<file path="src/rtl/burst_dma_pkg.sv">
package burst_dma_pkg;

  typedef enum logic {
    ST_IDLE = 1'b0,
    ST_RUN  = 1'b1
  } dmaState_e;

  typedef struct packed {
    logic load;       // capture count and address, restart the prescaler
    logic issueRead;  // present one RAM read this cycle
    logic writeWord;  // push returned RAM word into the FIFO
  } dmaStrobe_t;

endpackage

</file>
<file path="src/rtl/burst_dma_path.sv">
module burst_dma_path
  import burst_dma_pkg::*;
#(
  parameter int DATA_W      = 16,
  parameter int ADDR_W      = 10,
  parameter int MAX_WORDS   = 32,
  parameter int TICK_CYCLES = 250,
  localparam int CNT_W  = $clog2(MAX_WORDS),
  localparam int REM_W  = CNT_W + 1,
  localparam int TICK_W = (TICK_CYCLES > 2) ? $clog2(TICK_CYCLES) : 1
) (
  input  logic              clk,
  input  logic              rstN,
  input  dmaStrobe_t        strb,
  input  logic              busy,
  input  logic              hostLock,
  input  logic [CNT_W-1:0]  wordCount,
  input  logic [ADDR_W-1:0] baseAddr,
  input  logic [DATA_W-1:0] ramRdData,
  output logic [ADDR_W-1:0] ramRdAddr,
  output logic [DATA_W-1:0] fifoWrData,
  output logic              tickZero,
  output logic              readsLeft
);

  logic [ADDR_W-1:0] addrQ;
  logic [REM_W-1:0]  remainQ;
  logic [TICK_W-1:0] tickQ;
  logic [REM_W-1:0]  loadCount;

  // a zero count stands for the largest burst
  always_comb begin
    if (wordCount == '0) loadCount = REM_W'(MAX_WORDS);
    else                 loadCount = {1'b0, wordCount};
  end

  always_ff @(posedge clk or negedge rstN) begin
    if (!rstN) begin
      addrQ   <= '0;
      remainQ <= '0;
    end else if (strb.load) begin
      addrQ   <= baseAddr;
      remainQ <= loadCount;
    end else if (strb.issueRead) begin
      addrQ   <= addrQ + 1'b1;
      remainQ <= remainQ - 1'b1;
    end
  end

  // microsecond prescaler, restarted at each launch
  always_ff @(posedge clk or negedge rstN) begin
    if (!rstN)                                tickQ <= '0;
    else if (strb.load || !busy)              tickQ <= '0;
    else if (tickQ == TICK_W'(TICK_CYCLES-1)) tickQ <= '0;
    else                                      tickQ <= tickQ + 1'b1;
  end

  assign tickZero   = (tickQ == '0);
  assign readsLeft  = (remainQ != '0);
  assign ramRdAddr  = addrQ;
  assign fifoWrData = ramRdData;

  AST_NO_OVERRUN: assert property (@(posedge clk) disable iff (!rstN)
    strb.issueRead |-> remainQ != '0);
  AST_ADDR_HELD: assert property (@(posedge clk) disable iff (!rstN)
    (busy && !strb.issueRead && !strb.load) |=> $stable(addrQ));
  AST_LOCK_ON_COPY: assert property (@(posedge clk) disable iff (!rstN)
    (strb.issueRead || strb.writeWord) |-> hostLock);

endmodule

</file>
<file path="src/rtl/burst_dma_ctrl.sv">
module burst_dma_ctrl
  import burst_dma_pkg::*;
(
  input  logic       clk,
  input  logic       rstN,
  input  logic       cmdStrobeN,
  input  logic       tickZero,
  input  logic       readsLeft,
  output dmaStrobe_t strb,
  output logic       busy,
  output logic       burstDone,
  output logic       hostLock
);

  dmaState_e stateQ;
  logic strobeQ;
  logic wrPendQ;
  logic doneQ;
  logic startEdge;
  logic issueRead;
  logic finish;

  // launch only on a low-to-high strobe seen while idle
  assign startEdge = (stateQ == ST_IDLE) && !strobeQ && cmdStrobeN;
  assign issueRead = (stateQ == ST_RUN) && tickZero && readsLeft;
  assign finish    = (stateQ == ST_RUN) && wrPendQ && !readsLeft;

  always_ff @(posedge clk or negedge rstN) begin
    if (!rstN) begin
      stateQ  <= ST_IDLE;
      strobeQ <= 1'b1;
      wrPendQ <= 1'b0;
      doneQ   <= 1'b0;
    end else begin
      strobeQ <= cmdStrobeN;
      wrPendQ <= issueRead;
      doneQ   <= finish;
      if (startEdge)   stateQ <= ST_RUN;
      else if (finish) stateQ <= ST_IDLE;
    end
  end

  assign strb.load      = startEdge;
  assign strb.issueRead = issueRead;
  assign strb.writeWord = wrPendQ;

  assign busy      = (stateQ == ST_RUN);
  assign burstDone = doneQ;
  assign hostLock  = busy || !strobeQ;

  AST_DONE_PULSE: assert property (@(posedge clk) disable iff (!rstN)
    burstDone |=> !burstDone);
  AST_DONE_AFTER_WRITE: assert property (@(posedge clk) disable iff (!rstN)
    burstDone |-> $past(strb.writeWord) && !busy);

endmodule

</file>
<file path="src/rtl/burst_copy_dma.sv">
module burst_copy_dma
  import burst_dma_pkg::*;
#(
  parameter int DATA_W      = 16,
  parameter int ADDR_W      = 10,
  parameter int MAX_WORDS   = 32,
  parameter int TICK_CYCLES = 250,
  localparam int CNT_W = $clog2(MAX_WORDS)
) (
  input  logic              clk,
  input  logic              rstN,
  input  logic              cmdStrobeN,
  input  logic [CNT_W-1:0]  wordCount,
  input  logic [ADDR_W-1:0] baseAddr,
  output logic              ramRdEn,
  output logic [ADDR_W-1:0] ramRdAddr,
  input  logic [DATA_W-1:0] ramRdData,
  output logic              fifoWrEn,
  output logic [DATA_W-1:0] fifoWrData,
  output logic              hostLock,
  output logic              burstDone
);

  dmaStrobe_t strb;
  logic busy;
  logic tickZero;
  logic readsLeft;

  burst_dma_ctrl i_ctrl (
    .clk        (clk),
    .rstN       (rstN),
    .cmdStrobeN (cmdStrobeN),
    .tickZero   (tickZero),
    .readsLeft  (readsLeft),
    .strb       (strb),
    .busy       (busy),
    .burstDone  (burstDone),
    .hostLock   (hostLock)
  );

  burst_dma_path #(
    .DATA_W      (DATA_W),
    .ADDR_W      (ADDR_W),
    .MAX_WORDS   (MAX_WORDS),
    .TICK_CYCLES (TICK_CYCLES)
  ) i_path (
    .clk        (clk),
    .rstN       (rstN),
    .strb       (strb),
    .busy       (busy),
    .hostLock   (hostLock),
    .wordCount  (wordCount),
    .baseAddr   (baseAddr),
    .ramRdData  (ramRdData),
    .ramRdAddr  (ramRdAddr),
    .fifoWrData (fifoWrData),
    .tickZero   (tickZero),
    .readsLeft  (readsLeft)
  );

  assign ramRdEn  = strb.issueRead;
  assign fifoWrEn = strb.writeWord;

  AST_READ_GAP: assert property (@(posedge clk) disable iff (!rstN)
    ramRdEn |=> !ramRdEn);

endmodule

</file>
<file path="config.mk">
export PLATFORM = sky130hd
export DESIGN_NAME = burst_copy_dma
export DESIGN_NICKNAME = d
export VERILOG_FILES = /design/src/rtl/burst_dma_pkg.sv /design/src/rtl/burst_dma_path.sv /design/src/rtl/burst_dma_ctrl.sv /design/src/rtl/burst_copy_dma.sv
export SDC_FILE = /design/constraint.sdc
export NUM_CORES = 1
export LEC_CHECK = 0
export BUFFER_PORTS_ARGS = -buffer_cell sky130_fd_sc_hd__buf_2
export CORE_ASPECT_RATIO = 0.8
export CORE_UTILIZATION = 43
export DETAILED_ROUTE_END_ITERATION = 8
export PLACE_DENSITY = 0.81
export SYNTH_ARGS = -nofsm -noshare
export SYNTH_HDL_FRONTEND = slang
export SYNTH_SLANG_ARGS = --single-unit
</file>
<file path="constraint.sdc">
create_clock -name clk -period 1.85 [get_ports clk]
set_clock_uncertainty 0.2 [all_clocks]
set_input_delay 0.2775 -clock clk [delete_from_list [all_inputs] [get_ports clk]]
set_output_delay 0.2775 -clock clk [all_outputs]
set_load 0.01 [all_outputs]
</file>
==> flow_summary.ini <==
[detailed_routing]
routed_via_density = 5.414
drt_first_pass_iters = 8
antenna_left = 0
vias = 1516
drc = 10
drt-initial-drc-count = 106
wirelength_um = 4118
routedWlPerCell_um = 14.71

[global_route]
grt_usage = 0.2068
overflow = 0
antenna_found_initial = 0
grt_pass1_wl_um = 6272
grt_max_degree = 29
grt_pass1_vias = 1357

[floorplanning]
die_h_um = 56.86
die_w_um = 70.58
io_pins = 64
core_um2 = 3518
dieArea_um2 = 4013
fp-row-count = 19
initial_core_util = 0.4598

[sta]
worst_pin_slew_ns = 0.6201
fmax_mhz = 492.5
setup_viol = 24
slew_viol_final = 0
hold_violations = 0
max-slew-margin-rel = 0.5866
fin_crit_ns = 2.031
post-route-period-util = 1.098
setup_slack_ns = -0.1806
rsz0062_at_grt = yes

[synth]
synth_mux_area_frac = 0
syn_nets = 218
synth_warnings = 0
synth_area_per_cell_um2 = 9.089
seq_area_frac_synth = 0.4339
syn_area_um2 = 1618
ys.flop_type = dfrtp_1
synth_top_family_by_area = simple AND/OR/NAND/NOR gates
synthAdderAreaFrac = 0.04640
synthCells = 178
yosys.area_share.simple = 0.2204
synth_cell_types = 36
yosys.area_share.xor_xnor = 0.05414
yosysTopAreaCell = dfrtp_1
synth_compound_area_frac = 0.1299
synth-edff-count = 0
synth.most_common_cell = dfrtp_1
ys_ff_latch = 28
synth_area_leaders = dfrtp_1 (42%), buf_4 (8.4%), ha_1 (4.6%), nand2_1 (4.4%), nor2_1 (4.2%)
synth_top_area_share = 0.4176
yosys-top-cells-count = dfrtp_1 (27), nand2_1 (19), buf_4 (18), nor2_1 (18), a21oi_1 (11)
async_flop_share = 1.000

[power]
powerDensity_nw_per_um2 = 435.9
swShare = 0.2020
power_frac_seq = 0.625
pwr-share-comb = 0.038
leakage_nw = 0.9883
clkPwrFrac = 0.337
p_int_w = 0.0007842
ir_worst_vdd_v = 0.0003830
p_switching_w = 0.0001985

[clock_network]
clock_sinks = 28
clock_latency_ns = 0.27
htreeDepth = 1
cts_tree = yes
cts-root-buf = clkbuf_8
path_clk_slew_ns = 0.09
numCtsBuffers = 3
clockBufferDepth = 2

[placed_design]
dp_hpwl_um = 2651
io_buffers = 31
pre_cts_slack_ns = -0.1738
dpl.cell_count = 260
gp_congestion = 0.8575

[hold_path]
hold_class = input port to flop

[status]
violations = design-rule violations, negative setup slack
status = finished, violations left

[layout]
layout.filler_cells = 290
antenna_cells = 0
drive_gt1_frac = 0.4244
final_cells = 280
syn2layout_area_growth_pct = 39.37
nets = 279

[worst_setup_path]
critical_path_class = flop to flop
arrival_ns = 2.04
crit_path_start_kind = flop
worstPathRequired_ns = 1.86
crit_fanout = 4
endpoint_kind = flop

[job]
cap_violations = 0
[area by class of cell]
| type | instances | area (um2) | area share |
|---|---|---|---|
| clock buffers | 4 | 45.04 | 0.01998 |
| flip-flops and latches | 28 | 701.9 | 0.3113 |
| inverters | 11 | 48.80 | 0.02164 |
| repair buffers | 76 | 530.5 | 0.2353 |
| well taps | 42 | 52.55 | 0.02331 |
| multi-input cells | 119 | 875.8 | 0.3885 |
[critical path, stage by stage (launching register included)]
cell,delay (ns)
dfrtp_1,0.40
inv_2,0.09
ha_4,0.13
nor4b_4,0.20
and2_4,0.20
nand2b_4,0.08
buf_6,0.14
buf_4,0.13
nor3_1,0.25
a221o_1,0.15
[final timing paths]
path,cells past startpoint,slack (ns),to,startpoint
setup / recovery,9,-0.18,i_path.ramRdAddr[6],i_path.tickQ[1]
hold / removal,3,0.01,i_path.ramRdAddr[8],baseAddr[8]
setup reg to reg,9,-0.18,i_path.ramRdAddr[6],i_path.tickQ[1]
hold reg to reg,1,0.35,i_ctrl.burstDone,i_ctrl.wrPendQ
max in group asynchronous,2,0.70,i_path.ramRdAddr[7],rstN
min in group asynchronous,2,0.35,i_path.remainQ[5],rstN
[flip-flops by register name (all words and copies together), names as in the netlist]
register	cells
i_ctrl.strobeQ	1
i_ctrl.wrPendQ	1
i_ctrl.busy	1
i_path.remainQ	6
i_ctrl.burstDone	1
i_path.ramRdAddr	10
i_path.tickQ	8
[metal layers]
layer / GRT usage / vias up / wire, um
li1: - / 718 / -
met1: 0.2795 / 724 / 1893
met2: 0.3204 / 70 / 1907
met3: 0.05745 / 4 / 265
met4: 0.07143 / 0 / 51
met5: 0 / - / 0
[power groups by stage]
stage / registers [W] / logic (W) / clock network (W)
floorplan: 0.000626 / 0.0000373 / 0
global placement: 0.000626 / 0.0000343 / 0
detailed placement: 0.000626 / 0.0000343 / 0
CTS: 0.000614 / 0.0000377 / 0.000339
finish: 0.000614 / 0.0000372 / 0.000332
global route: 0.000614 / 0.0000420 / 0.000371
[placed cells by master, fill, tap and decap left out, types with 3 or more instances in the layout]
cell type / instances
buf_4: 36
buf_2: 30
dfrtp_1: 27
nand2_1: 18
nor2_1: 17
a21oi_1: 9
inv_1: 8
o21ai_1: 8
buf_6: 8
nand3_1: 7
xnor2_1: 7
ha_1: 4
and3_1: 3
xor2_1: 3
o21ai_0: 3
nor3_1: 3
clkbuf_8: 3
[repair_timing]
item,CTS,global route
endpoints found under the hold margin,28,0
pin swaps,7,16
setup buffers,9,5
resized for setup,20,22
hold buffers,2,0
endpoints found under the setup margin,16,25
[logic make-up after synthesis]
family                   after synthesis
AND/OR/NAND/NOR                       69
flip-flops                            28
adder cells (fa/ha/maj)                6
XOR/XNOR                              10
AO/OA/AOI/OAI                         34
buffers and inverters                 31
[stage by stage]
step	utilization	setup TNS [ns]	hold WS [ns]	total power, W	area [um2]
2_1_floorplan	-	-0.1224	-0.2181	0.0006635	1627
3_3_place_gp	0.5416	-0.7685	0.1252	0.0006603	1906
3_5_place_dp	0.5416	-1.414	0.1247	0.0006604	1906
4_1_cts	0.5982	-1.833	0.01101	0.0009911	2105
5_1_grt	0.6408	-4.350	0.01385	0.001028	2255
6_report	0.6408	-2.275	0.01268	0.0009827	2255
Note: power is estimated with default switching activity, not from simulation.
